File: src/rtl/fcmp_pkg.sv
package fcmp_pkg;
  localparam int SP_EXP  = 8;
  localparam int SP_FRAC = 23;
  localparam int DP_EXP  = 11;
  localparam int DP_FRAC = 52;
  localparam int OP_W    = 1 + DP_EXP + DP_FRAC;
  localparam int SP_W    = 1 + SP_EXP + SP_FRAC;

  typedef enum logic [1:0] {
    REL_LT = 2'd0,
    REL_EQ = 2'd1,
    REL_GT = 2'd2,
    REL_UN = 2'd3
  } cmpRel_t;

  typedef struct packed {
    logic loadFlags;
    logic setInvalid;
    logic clrInvalid;
  } ctrlStrobe_t;

  function automatic logic [3:0] relToNzcv(cmpRel_t rel);
    case (rel)
      REL_LT:  return 4'b1000;
      REL_EQ:  return 4'b0110;
      REL_GT:  return 4'b0010;
      default: return 4'b0011;
    endcase
  endfunction
endpackage

File: src/rtl/fcmp_format_cmp.sv
module fcmp_format_cmp
  import fcmp_pkg::*;
#(
  parameter int EXP_W  = 8,
  parameter int FRAC_W = 23,
  localparam int W     = 1 + EXP_W + FRAC_W
) (
  input  logic [W-1:0] a,
  input  logic [W-1:0] b,
  output cmpRel_t      rel,
  output logic         anyNan,
  output logic         anySnan
);
  logic signA, signB;
  logic [EXP_W-1:0] expA, expB;
  logic [FRAC_W-1:0] fracA, fracB;
  logic [W-2:0] magA, magB;
  logic nanA, nanB, snanA, snanB, bothZero, magLess;

  assign signA = a[W-1];
  assign signB = b[W-1];
  assign expA  = a[W-2:FRAC_W];
  assign expB  = b[W-2:FRAC_W];
  assign fracA = a[FRAC_W-1:0];
  assign fracB = b[FRAC_W-1:0];
  assign magA  = a[W-2:0];
  assign magB  = b[W-2:0];

  assign nanA  = (&expA) && (|fracA);
  assign nanB  = (&expB) && (|fracB);
  assign snanA = nanA && !fracA[FRAC_W-1];
  assign snanB = nanB && !fracB[FRAC_W-1];

  assign anyNan   = nanA || nanB;
  assign anySnan  = snanA || snanB;
  assign bothZero = (magA == '0) && (magB == '0);
  assign magLess  = magA < magB;

  always_comb begin
    if (anyNan)                   rel = REL_UN;
    else if (bothZero)            rel = REL_EQ;
    else if (signA != signB)      rel = signA ? REL_LT : REL_GT;
    else if (magA == magB)        rel = REL_EQ;
    else if (magLess ^ signA)     rel = REL_LT;
    else                          rel = REL_GT;
  end
endmodule

File: src/rtl/fcmp_datapath.sv
module fcmp_datapath
  import fcmp_pkg::*;
(
  input  logic [OP_W-1:0] opA,
  input  logic [OP_W-1:0] opB,
  input  logic            isDouble,
  input  logic            cmpZero,
  output cmpRel_t         rel,
  output logic            anyNan,
  output logic            anySnan
);
  localparam int NFMT = 2;

  logic [OP_W-1:0] bEff;
  cmpRel_t fmtRel  [NFMT];
  logic    fmtNan  [NFMT];
  logic    fmtSnan [NFMT];

  assign bEff = cmpZero ? '0 : opB;

  for (genvar g = 0; g < NFMT; g++) begin : g_fmt
    if (g == 0) begin : g_single
      fcmp_format_cmp #(.EXP_W(SP_EXP), .FRAC_W(SP_FRAC)) i_cmp (
        .a(opA[SP_W-1:0]), .b(bEff[SP_W-1:0]),
        .rel(fmtRel[g]), .anyNan(fmtNan[g]), .anySnan(fmtSnan[g]));
    end else begin : g_double
      fcmp_format_cmp #(.EXP_W(DP_EXP), .FRAC_W(DP_FRAC)) i_cmp (
        .a(opA), .b(bEff),
        .rel(fmtRel[g]), .anyNan(fmtNan[g]), .anySnan(fmtSnan[g]));
    end
  end

  assign rel     = fmtRel[int'(isDouble)];
  assign anyNan  = fmtNan[int'(isDouble)];
  assign anySnan = fmtSnan[int'(isDouble)];
endmodule

File: src/rtl/fcmp_control.sv
module fcmp_control
  import fcmp_pkg::*;
(
  input  logic        inValid,
  input  logic        signalNan,
  input  logic        clearInvalid,
  input  logic        anyNan,
  input  logic        anySnan,
  output ctrlStrobe_t strobe
);
  logic raise;

  assign raise = signalNan ? anyNan : anySnan;

  always_comb begin
    strobe            = '0;
    strobe.loadFlags  = inValid;
    strobe.setInvalid = inValid && raise;
    strobe.clrInvalid = clearInvalid;
  end
endmodule

File: src/rtl/fcmp_status.sv
module fcmp_status
  import fcmp_pkg::*;
(
  input  logic        clk,
  input  logic        rstN,
  input  ctrlStrobe_t strobe,
  input  cmpRel_t     rel,
  output logic [3:0]  flagsOut,
  output logic        invalidSticky
);
  always_ff @(posedge clk) begin
    if (!rstN) begin
      flagsOut      <= 4'b0000;
      invalidSticky <= 1'b0;
    end else begin
      if (strobe.loadFlags) flagsOut <= relToNzcv(rel);
      if (strobe.setInvalid)      invalidSticky <= 1'b1;
      else if (strobe.clrInvalid) invalidSticky <= 1'b0;
    end
  end
endmodule

File: src/rtl/fcmp_flag_unit.sv
module fcmp_flag_unit
  import fcmp_pkg::*;
(
  input  logic        clk,
  input  logic        rstN,
  input  logic        inValid,
  input  logic        isDouble,
  input  logic        cmpZero,
  input  logic        signalNan,
  input  logic        clearInvalid,
  input  logic [63:0] opA,
  input  logic [63:0] opB,
  output logic [3:0]  flagsOut,
  output logic        invalidSticky
);
  cmpRel_t     rel;
  logic        anyNan, anySnan;
  ctrlStrobe_t strobe;

  fcmp_datapath i_datapath (
    .opA(opA), .opB(opB), .isDouble(isDouble), .cmpZero(cmpZero),
    .rel(rel), .anyNan(anyNan), .anySnan(anySnan));

  fcmp_control i_control (
    .inValid(inValid), .signalNan(signalNan), .clearInvalid(clearInvalid),
    .anyNan(anyNan), .anySnan(anySnan), .strobe(strobe));

  fcmp_status i_status (
    .clk(clk), .rstN(rstN), .strobe(strobe), .rel(rel),
    .flagsOut(flagsOut), .invalidSticky(invalidSticky));
endmodule

File: config.mk
export PLATFORM = sky130hd
export DESIGN_NAME = fcmp_flag_unit
export DESIGN_NICKNAME = d
export VERILOG_FILES = /design/src/rtl/fcmp_pkg.sv /design/src/rtl/fcmp_format_cmp.sv /design/src/rtl/fcmp_datapath.sv /design/src/rtl/fcmp_control.sv /design/src/rtl/fcmp_status.sv /design/src/rtl/fcmp_flag_unit.sv
export SDC_FILE = /design/constraint.sdc
export NUM_CORES = 1
export LEC_CHECK = 0
export ABC_AREA = 0
export BUFFER_PORTS_ARGS = -buffer_cell sky130_fd_sc_hd__buf_2
export CAP_MARGIN = 25
export CORE_MARGIN = 3
export CORE_UTILIZATION = 45
export CTS_BUF_LIST = sky130_fd_sc_hd__clkbuf_4 sky130_fd_sc_hd__clkbuf_8
export DETAILED_ROUTE_END_ITERATION = 6
export PLACE_DENSITY = 0.76
export SYNTH_ARGS = -nofsm -noshare
export SYNTH_HDL_FRONTEND = slang
export SYNTH_HIERARCHICAL = 1
export SYNTH_SLANG_ARGS = --single-unit
File: constraint.sdc
create_clock -name clk -period 6.2 [get_ports clk]
set_clock_uncertainty 0.05 [all_clocks]
set_input_delay 0 -clock clk [delete_from_list [all_inputs] [get_ports clk]]
set_output_delay 0 -clock clk [all_outputs]
set_load 0.05 [all_outputs]
==> key figures, run 1 <==
STA
  • Setup TNS: 0 ns
  • Slew Viols, Final: 0
  • RSZ-0062 raised after global routing: false
  • Period Utilization, post-route: 61.07%
  • Fmax: 264.1 MHz
  • Hold Violations, Final: 0
  • # setup viols final: 0
  • Max_slew headroom: 45.98%
  • Minimum clock period: 3.787 ns
  • Fin worst setup slack: 2.413 ns
  • Worst Max-Slew Pin Slew: 0.8103 ns

Global route
  • First-pass GRT wire length: 21,130 um
  • Tot GR Track Use: 25.58%
  • Vias in the first global route: 4,599
  • Remaining global-route overflow: 0
  • Initial antenna violation count: 0
  • Largest net degree at the start of global routing: 35

Worst setup path
  • Ordered cell list for the critical path: buf_2 > buf_4 > nor2b_2 > inv_1 > ha_1 > nand4_1 > nor4_1 > nand4_1 > nor4_2 > nor2_1 > and4_4 > a311o_1 > mux2_2 > nor3b_2 > o21a_1
  • Startpoint types: primary input
  • FF-to-FF End: i_status/invalidSticky$_SDFFE_PN0P_
  • Setup crit end kind: register
  • Max stage delay on crit path: 0.62 ns
  • Required time of the critical path: 6.32 ns
  • FF-to-FF Start: i_status/invalidSticky$_SDFFE_PN0P_
  • Critical path arrival: 3.90 ns
  • Reg2reg path depth: 2
  • Crit Path Max Fanout: 34
  • Slowest cell on the critical path: buf_2
  • Most frequent CP cell: nand4_1
  • Reg2Reg Setup Slack: 5.46 ns
  • Setup CP Type: in -> reg

Hold path
  • HP Class: in -> reg
  • Hold worst-path end: i_status/flagsOut[3]$_SDFFE_PN0P_
  • HP Start: rstN
  • WHS Path Cells: 2

Routing
  • Routed len/inst: 16.75 um
  • Antenna Nets Post-Route: 0
  • Via density: 5.822
  • DR pass1 iterations: 5
  • Routed WL: 12,970 um
  • Residual DRC: 0
  • Via count: 4,506
  • DRT iter0 DRCs: 225

Clocking
  • Clock Latency Late Sink: 0.22 ns
  • CTS buffer count: 3
  • Htree depth: 1
  • CTS clk-pin slew, worst paths: 0.04 ns
  • CTS tree: built
  • Post-CTS Resized: 0
  • Root Driver: clkbuf_8
  • CTS Hold Bufs: 0
  • Post-CTS Setup Repair Bufs: 0
  • Clock sinks: 5
  • Max Root-Sink Buffers: 2

Pwr
  • PD cells: 82.30 mW/mm^2
  • Final Power: 387.6 uW
  • Leakage: 0.002227 uW
  • Worst VDD drop: 104.2 uV

Floorplan
  • FP Rows: 33
  • I/O pins: 140
  • Starting Density: 47.09%
  • Die height: 99.42 um
  • Die ar.: 0.009884 sq mm
  • CORE AREA: 0.008341 sq mm
  • Chip width: 99.42 um

Cells and area
  • Non-Filler Instances: 774
  • Synth-to-layout area growth: 19.91%
  • Antenna fix cells: 0
  • Share of layout cells above drive strength 1: 33.03%
  • # nets final: 899

Synthesis
  • Synth top area share: 29.95%
  • Synth top area cells: ha_1 (30%), nor2b_2 (13%), inv_1 (9.6%), nor4_1 (7.5%), a21oi_1 (4.7%)
  • Post-synthesis cell area: 0.003928 sq mm
  • Syn avg cell area: 7.355 sq um
  • Share of flip-flops with an asynchronous set or reset: 0%
  • Post-synth top area cell: ha_1
  • Sequential area share after synthesis: 2.549%
  • Syn Inst Count: 534
  • Syn nets: 763
  • Synth Register Bits: 5
  • Distinct cells, synth: 53
  • Ys flop type: dfxtp_1
  • Yosys warnings: 6
  • Post-synth EDFFs: 0

Placement
  • RD Place Congestion: 0.9758
  • Dpl ws: 2.314 ns
  • I/O Buffers: 139
  • DP Wirelength: 11,480 um
  • Dpl cells: 770

Status
  • Status: finished clean

Run
  • Max-cap violations: 0
## kinds of logic after synthesis
group,Yosys count,synth area share [%]
adder cells (fa/ha/maj),94,29.95
buffers and inverters,109,12.14
AO/OA/AOI/OAI,86,13.64
AND/OR/NAND/NOR,235,40.33
flip-flops,5,2.549
multiplexers,5,1.402
## power breakdown
group | switching [uW] | leakage, uW | internal [uW] | total (uW)
clock network | 16.3 | 0.0000262 | 48.5 | 64.8
logic | 163 | 0.00216 | 126 | 289
registers | 0.618 | 0.0000407 | 33.6 | 34.2
## through the flow
stage          util, %  area (sq um)  hold slack (ns)
2_1_floorplan        -          3928          0.06751
3_3_place_gp     55.88          4661           0.2397
3_5_place_dp     55.88          4661           0.2483
4_1_cts          56.47          4710          0.01662
5_1_grt          56.47          4710          0.03679
6_report         56.47          4710          0.01908
## layer usage
layer | track usage [%] | vias to the layer above | part of all wire, %
li1 | - | 2199 | -
met1 | 32.31 | 2072 | 42
met2 | 44.16 | 196 | 46
met3 | 3.366 | 39 | 7.7
met4 | 9.559 | 0 | 3.6
met5 | 0 | - | 0
## placed cells by master, fill, tap and decap left out, types with 3 or more instances in the layout
| master | n |
|---|---|
| buf_2 | 139 |
| inv_1 | 100 |
| ha_1 | 94 |
| nor2b_2 | 60 |
| nor4_1 | 47 |
| a21oi_1 | 37 |
| nand2_1 | 31 |
| nand4_1 | 28 |
| nand3_1 | 17 |
| o21ai_0 | 14 |
| nor2_1 | 13 |
| nor2b_1 | 8 |
| a211oi_1 | 6 |
| a21o_1 | 5 |
| o21a_1 | 5 |
| nand3b_1 | 5 |
| dfxtp_1 | 5 |
| mux2_2 | 4 |
| nor3_1 | 4 |
| nor4_2 | 4 |
| clkbuf_8 | 3 |
| or4_1 | 3 |
## Yosys cell counts, drive strengths merged (5+ instances only)
cell / instances
inv: 100
nand3: 17
a21oi: 37
a211oi: 6
a21o: 5
nor2: 13
o21ai: 14
dfxtp: 5
nor4: 52
nand4: 30
nor2b: 68
o21a: 5
ha: 94
buf: 9
nand2: 31
nand3b: 5
nor3: 5
## flip-flops by register name, summed over array words and instances, names as in the netlist
register,flops
i_status/invalidSticky,1
i_status/flagsOut,4
## area by class of cell
| type | instances | area [sq um] |
|---|---|---|
| repair buffers | 140 | 703.2 |
| flip-flops and latches | 5 | 100.1 |
| well taps | 105 | 131.4 |
| clock buffers | 4 | 48.80 |
| multi-input cells | 420 | 3351 |
| inverters | 100 | 375.4 |
| fillers | 836 | 3631 |
## how the worst max path moves through the flow
stage                        from                                 to  slack, ns  cells past startpoint
after detailed placement  cmpZero  i_status/flagsOut[3]$_SDFFE_PN0P_       2.31                     15
final                     cmpZero  i_status/flagsOut[3]$_SDFFE_PN0P_       2.41                     15
after CTS                 cmpZero  i_status/flagsOut[3]$_SDFFE_PN0P_       2.49                     15
after floorplan           cmpZero  i_status/flagsOut[3]$_SDFFE_PN0P_       3.39                     15
after global placement    cmpZero  i_status/flagsOut[3]$_SDFFE_PN0P_       2.50                     15
after global routing      cmpZero  i_status/flagsOut[3]$_SDFFE_PN0P_       2.07                     15
## critical path, delay by kind of cell
kind            cells  cell delay, ns
compound gates      2            0.45
simple gates        8            1.67
buf+inv             3            1.28
fa+ha+maj           1            0.16
mux                 1            0.31
Note: power is estimated with default switching activity, not from simulation.
==> run 2: changes to the inputs <==
Clock period 6.2 ns to 3.9 ns, I/O delays scaled along.
==> key figures, run 2 (synthesized netlist as in run 1, its figures left out) <==
Status
  • Status: finished clean (unchanged)

Floorplan
  • CORE AREA: 0.008341 sq mm (unchanged)
  • Die ar.: 0.009884 sq mm (unchanged)
  • FP Rows: 33 (unchanged)
  • Chip width: 99.42 um (unchanged)
  • Starting Density: 47.09% (unchanged)
  • Die height: 99.42 um (unchanged)
  • I/O pins: 140 (unchanged)

Placement
  • Post-DP Area: 0.004681 sq mm (was 0.004661 sq mm)
  • Dpl ws: 0.5538 ns (was 2.314 ns)
  • DP Wirelength: 11,420 um (was 11,480 um)
  • RD Place Congestion: 0.9516 (was 0.9758)
  • I/O Buffers: 139 (unchanged)
  • Dpl cells: 771 (was 770)

Worst setup path
  • Critical path arrival: 3.30 ns (was 3.90 ns)
  • Setup crit end kind: register (unchanged)
  • Crit Path Max Fanout: 41 (was 34)
  • Ordered cell list for the critical path: buf_2 > buf_12 > nor2b_2 > inv_1 > ha_1 > nand4_2 > nor4_2 > nand2_1 > a311oi_1 > o311ai_1 > and4_4 > a311o_1 > mux2_2 > nor3b_2 > o21a_1 (was buf_2 > buf_4 > nor2b_2 > inv_1 > ha_1 > nand4_1 > nor4_1 > nand4_1 > nor4_2 > nor2_1 > and4_4 > a311o_1 > mux2_2 > nor3b_2 > o21a_1)
  • Slowest cell on the critical path: ha_1 (was buf_2)
  • Setup CP Type: in -> reg (unchanged)
  • Required time of the critical path: 4.02 ns (was 6.32 ns)
  • Startpoint types: primary input (unchanged)
  • Max stage delay on crit path: 0.33 ns (was 0.62 ns)

Pwr
  • Worst VDD drop: 183.5 uV (was 104.2 uV)
  • Comb power frac: 74.3% (was 74.5%)
  • Clk pwr share: 16.9% (was 16.7%)
  • PD cells: 131.5 mW/mm^2 (was 82.30 mW/mm^2)
  • Sequential power share: 8.8% (about the same)
  • Net Sw Frac: 46.65% (was 46.40%)
  • P_int: 331.8 uW (was 207.8 uW)
  • NetSw: 290.1 uW (was 179.9 uW)
  • Leakage: 0.002236 uW (was 0.002227 uW)

Clocking
  • Clock sinks: 5 (unchanged)
  • Max Root-Sink Buffers: 2 (unchanged)
  • Htree depth: 1 (unchanged)
  • Clock Latency Late Sink: 0.22 ns (about the same)
  • Root Driver: clkbuf_8 (unchanged)
  • CTS buffer count: 3 (unchanged)
  • CTS Hold Bufs: 0 (unchanged)
  • Post-CTS Setup Repair Bufs: 0 (unchanged)
  • CTS tree: built (unchanged)
  • Post-CTS Resized: 0 (unchanged)
  • CTS clk-pin slew, worst paths: 0.04 ns (about the same)

Global route
  • Vias in the first global route: 4,396 (was 4,599)
  • First-pass GRT wire length: 20,870 um (was 21,130 um)
  • Largest net degree at the start of global routing: 42 (was 35)
  • Remaining global-route overflow: 0 (unchanged)
  • Tot GR Track Use: 25.40% (was 25.58%)
  • Initial antenna violation count: 0 (unchanged)

Cells and area
  • # nets final: 900 (was 899)
  • Largest Register: i_status/flagsOut (unchanged)
  • Max FFs per register: 4 (unchanged)
  • Synth-to-layout area growth: 20.42% (was 19.91%)
  • Share of layout cells above drive strength 1: 33.13% (was 33.03%)
  • Biggest registers after layout: i_status/flagsOut (4), i_status/invalidSticky (1) (unchanged)
  • Non-Filler Instances: 775 (was 774)
  • Antenna fix cells: 0 (unchanged)
  • Design area: 0.004730 sq mm (was 0.004710 sq mm)
  • Most frequent cells in the layout: buf_2 (139), inv_1 (100), ha_1 (94) (unchanged)
  • Commonest non-fill, non-tap cell in the layout: buf_2 (unchanged)

STA
  • Max_slew headroom: 64.15% (was 45.98%)
  • Fmax: 314.1 MHz
  • Period Utilization, post-route: 81.63%
  • RSZ-0062 raised after global routing: false (unchanged)
  • Setup TNS: 0 ns (unchanged)
  • Minimum clock period: 3.184 ns
  • # setup viols final: 0 (unchanged)
  • Worst Max-Slew Pin Slew: 0.5308 ns (was 0.8103 ns)
  • Final hold slack: 0.02182 ns (was 0.01908 ns)
  • Slew Viols, Final: 0 (unchanged)
  • Fin worst setup slack: 0.7163 ns (was 2.413 ns)
  • Hold Violations, Final: 0 (unchanged)

Routing
  • Antenna Nets Post-Route: 0 (unchanged)
  • DRT iter0 DRCs: 349 (was 225)
  • DR pass1 iterations: 5 (unchanged)
  • Via density: 5.850 (was 5.822)
  • Routed len/inst: 16.80 um (was 16.75 um)
  • Residual DRC: 0 (unchanged)
  • Via count: 4,534 (was 4,506)
  • Routed WL: 13,020 um (was 12,970 um)

Hold path
  • HP Class: in -> reg (unchanged)

Run
  • Max-cap violations: 0 (unchanged)
-- run 2: critical path, delay by kind of cell --
family | cells | cell delay [ns]
and+or+nand+nor | 6 | 1.34
buffers and inverters | 3 | 0.38
muxes | 1 | 0.31
adders and majority gates | 1 | 0.33
AOI/OAI and AO/OA | 4 | 0.89
-- run 2: area by class of cell --
type / instances / area [sq um]
clock buffers: 4 / 48.80
fillers: 823 / 3611
inverters: 100 / 375.4
multi-input cells: 420 / 3351
well taps: 105 / 131.4
flip-flops and latches: 5 / 100.1
repair buffers: 141 / 723.2
-- run 2: routing by layer --
layer | global-route usage [%] | part of all wire, %
met1 | 33.25 | 43
met2 | 43.13 | 46
met3 | 3.156 | 8.1
met4 | 8.298 | 2.7
met5 | 0 | 0
-- run 2: final timing paths --
kind	slack (ns)	start	depth (start not counted)	end
hold reg to reg	0.43	i_status/flagsOut[2]$_SDFFE_PN0P_	2	i_status/flagsOut[2]$_SDFFE_PN0P_
setup reg to reg	3.14	i_status/flagsOut[3]$_SDFFE_PN0P_	2	i_status/flagsOut[3]$_SDFFE_PN0P_
hold / removal	0.02	rstN	2	i_status/flagsOut[3]$_SDFFE_PN0P_
setup / recovery	0.72	cmpZero	15	i_status/flagsOut[3]$_SDFFE_PN0P_
-- run 2: power groups by stage --
stage | registers (uW) | clock network (uW) | logic, uW
finish | 54.5 | 105 | 462
CTS | 54.5 | 107 | 458
global route | 54.7 | 112 | 517
detailed placement | 55.3 | 0 | 455
global placement | 55.4 | 0 | 440
floorplan | 61.4 | 0 | 281
-- run 2: metrics by stage --
| step | total power, uW | util [%] |
|---|---|---|
| after floorplan | 342.8 | - |
| after global placement | 495.6 | 56.12 |
| after detailed placement | 509.9 | 56.12 |
| after CTS | 618.8 | 56.71 |
| after global routing | 683.7 | 56.71 |
| final | 621.9 | 56.71 |
==> run 3: changes to the inputs <==
Settings changed: PLACE_DENSITY 0.76 to 0.79.
Clock period 3.9 ns to 2.7 ns, I/O delays scaled along.
==> key figures, run 3 (synthesized netlist as in run 1, its figures left out) <==
STA
  • Fin worst setup slack: -0.2147 ns (was 0.7163 ns)
  • Worst Max-Slew Pin Slew: 0.4415 ns (was 0.5308 ns)
  • Slew Viols, Final: 0 (unchanged)
  • Hold Violations, Final: 0 (unchanged)
  • Period Utilization, post-route: 108.0%
  • Fmax: 343.1 MHz
  • Setup TNS: -0.5819 ns (was 0 ns)
  • Max_slew headroom: 70.30% (was 64.15%)
  • Minimum clock period: 2.915 ns
  • RSZ-0062 raised after global routing: true (was false)
  • # setup viols final: 4 (was 0)

Worst setup path
  • Crit Path Max Fanout: 7 (was 41)
  • Reg2reg path depth: 2 (unchanged)
  • Startpoint types: primary input (unchanged)
  • Ordered cell list for the critical path: buf_16 > buf_12 > buf_4 > nor2b_2 > inv_1 > ha_1 > nand2_1 > nor4_4 > nand4_1 > buf_4 > a21oi_4 > a211oi_2 > and4_4 > a311o_1 > mux2_4 > nor3b_4 > o21a_1 (was buf_2 > buf_12 > nor2b_2 > inv_1 > ha_1 > nand4_2 > nor4_2 > nand2_1 > a311oi_1 > o311ai_1 > and4_4 > a311o_1 > mux2_2 > nor3b_2 > o21a_1)
  • Required time of the critical path: 2.82 ns (was 4.02 ns)
  • Crit path max-delay family: simple AND/OR/NAND/NOR gates (unchanged)
  • Critical path arrival: 3.03 ns (was 3.30 ns)
  • FF-to-FF Start: i_status/flagsOut[3]$_SDFFE_PN0P_ (unchanged)
  • Reg2Reg Setup Slack: 1.94 ns (was 3.14 ns)
  • FF-to-FF End: i_status/flagsOut[3]$_SDFFE_PN0P_ (unchanged)
  • Max stage delay on crit path: 0.32 ns (was 0.33 ns)
  • Slowest cell on the critical path: nor4_4 (was ha_1)
  • Setup crit end kind: register (unchanged)
  • WP buf/inv: 5 (was 3)
  • Setup CP Type: in -> reg (unchanged)
  • Most frequent CP cell: buf_4

Global route
  • Vias in the first global route: 4,966 (was 4,396)
  • Largest net degree at the start of global routing: 13 (was 42)
  • Remaining global-route overflow: 0 (unchanged)
  • Initial antenna violation count: 0 (unchanged)
  • First-pass GRT wire length: 23,400 um (was 20,870 um)
  • Tot GR Track Use: 28.68% (was 25.40%)

Clocking
  • Root Driver: clkbuf_8 (unchanged)
  • CTS clk-pin slew, worst paths: 0.04 ns (about the same)
  • Max Root-Sink Buffers: 2 (unchanged)
  • Clock sinks: 5 (unchanged)
  • CTS tree: built (unchanged)
  • Htree depth: 1 (unchanged)
  • CTS buffer count: 3 (unchanged)
  • Clock Latency Late Sink: 0.22 ns (about the same)

Floorplan
  • CORE AREA: 0.008341 sq mm (unchanged)
  • Starting Density: 47.09% (unchanged)
  • Die height: 99.42 um (unchanged)
  • I/O pins: 140 (unchanged)
  • Chip width: 99.42 um (unchanged)
  • FP Rows: 33 (unchanged)
  • Die ar.: 0.009884 sq mm (unchanged)

Placement
  • Dpl ws: -0.5227 ns (was 0.5538 ns)
  • DP Wirelength: 12,490 um (was 11,420 um)
  • I/O Buffers: 139 (unchanged)
  • RD Place Congestion: 0.9272 (was 0.9516)

Routing
  • DRT iter0 DRCs: 223 (was 349)
  • M1 wire length: 6446 um (was 5590 um)
  • Met3 wire len: 1169 um (was 1054 um)
  • Met2 Wirelength: 6994 um (was 6028 um)
  • Routed WL: 14,950 um (was 13,020 um)
  • Via density: 5.749 (was 5.850)
  • Antenna Nets Post-Route: 0 (unchanged)
  • Via count: 5,042 (was 4,534)
  • Routed len/inst: 17.04 um (was 16.80 um)
  • DR pass1 iterations: 5 (unchanged)
  • Residual DRC: 0 (unchanged)
  • DR top layer: met4 (unchanged)

Status
  • Failing checks: negative setup slack
  • Status: finished with violations (was finished clean)

Hold path
  • WHS Path Cells: 2 (unchanged)
  • HP Start: rstN (unchanged)
  • HP Class: in -> reg (unchanged)
  • Hold worst-path end: i_status/invalidSticky$_SDFFE_PN0P_ (was i_status/flagsOut[3]$_SDFFE_PN0P_)

Pwr
  • Sequential power share: 7.1% (was 8.8%)
  • Comb power frac: 79.5% (was 74.3%)
  • PD cells: 187.5 mW/mm^2 (was 131.5 mW/mm^2)
  • Net Sw Frac: 43.80% (was 46.65%)
  • P_int: 627.1 uW (was 331.8 uW)
  • NetSw: 488.7 uW (was 290.1 uW)
  • Leakage: 0.002901 uW (was 0.002236 uW)
  • Clk pwr share: 13.5% (was 16.9%)
  • Worst VDD drop: 135.9 uV (was 183.5 uV)

Cells and area
  • Most frequent cells in the layout: buf_2 (138), buf_4 (96), inv_1 (90) (was buf_2 (139), inv_1 (100), ha_1 (94))
  • Commonest non-fill, non-tap cell in the layout: buf_2 (unchanged)
  • Fill cells: 671 (was 823)
  • Max FFs per register: 4 (unchanged)
  • Synth-to-layout area growth: 51.55% (was 20.42%)
  • Share of layout cells above drive strength 1: 45.85% (was 33.13%)
  • # nets final: 1,002 (was 900)
  • Antenna fix cells: 0 (unchanged)
  • Biggest registers after layout: i_status/flagsOut (4), i_status/invalidSticky (1) (unchanged)
  • Largest Register: i_status/flagsOut (unchanged)

Run
  • Max-cap violations: 0 (unchanged)
-- run 3: power by group through the flow --
stage / combinational, uW / sequential (uW) / clock (uW)
6_report: 887 / 78.7 / 150
5_1_grt: 972 / 78.7 / 158
4_1_cts: 838 / 78.6 / 153
3_5_place_dp: 779 / 79.6 / 0
3_3_place_gp: 751 / 79.6 / 0
2_1_floorplan: 431 / 88.7 / 0
-- run 3: per-stage QoR --
| step | cell area, sq um | utilization (%) | instances | total power [uW] | hold WS [ns] |
|---|---|---|---|---|---|
| finish | 5952 | 71.36 | 877 | 1116 | 0.02568 |
| floorplan | 4056 | - | 534 | 519.6 | 0.06751 |
| global route | 5952 | 71.36 | 877 | 1209 | 0.03316 |
| detailed placement | 5424 | 65.03 | 856 | 858.8 | 0.2537 |
| CTS | 5771 | 69.19 | 870 | 1070 | 0.01777 |
| global placement | 5424 | 65.03 | 856 | 830.2 | 0.2399 |
-- run 3: layout make-up --
type | count | area (sq um) | area share (%)
Clock buffer | 4 | 48.80 | 0.8198
Timing Repair Buffer | 243 | 1608 | 27.01
Tap cell | 105 | 131.4 | 2.207
Multi-Input combinational cell | 420 | 3689 | 61.97
Sequential cell | 5 | 100.1 | 1.682
Inverter | 100 | 375.4 | 6.306
-- run 3: worst max-delay path by stage --
| stage | start | endpoint | depth (start not counted) |
|---|---|---|---|
| after floorplan | cmpZero | i_status/flagsOut[3]$_SDFFE_PN0P_ | 15 |
| after global placement | cmpZero | i_status/flagsOut[3]$_SDFFE_PN0P_ | 15 |
| after detailed placement | cmpZero | i_status/flagsOut[3]$_SDFFE_PN0P_ | 15 |
| after CTS | cmpZero | i_status/flagsOut[3]$_SDFFE_PN0P_ | 15 |
| after global routing | cmpZero | i_status/flagsOut[3]$_SDFFE_PN0P_ | 17 |
| final | cmpZero | i_status/flagsOut[3]$_SDFFE_PN0P_ | 17 |
-- run 3: repair_timing --
action                                 4_1_cts  5_1_grt
pin swaps                                   14       12
setup buffers                                9        6
setup endpoints to repair                    4        5
endpoints found under the hold margin        0        0
gates resized for setup                     38       20
cloned                                       1        1
hold buffers                                 0        0
-- run 3: layer usage --
layer | vias to the layer above | global-route usage (%)
met1 | 2347 | 37.97
li1 | 2420 | -
met5 | - | 0
met4 | 0 | 7.353
met2 | 239 | 48.81
met3 | 36 | 4.067
-- run 3: worst reg2reg max path, stage by stage (launching register included) --
cell and delay [ns]:
dfxtp_1 0.31, nor2b_1 0.13, o21a_1 0.16
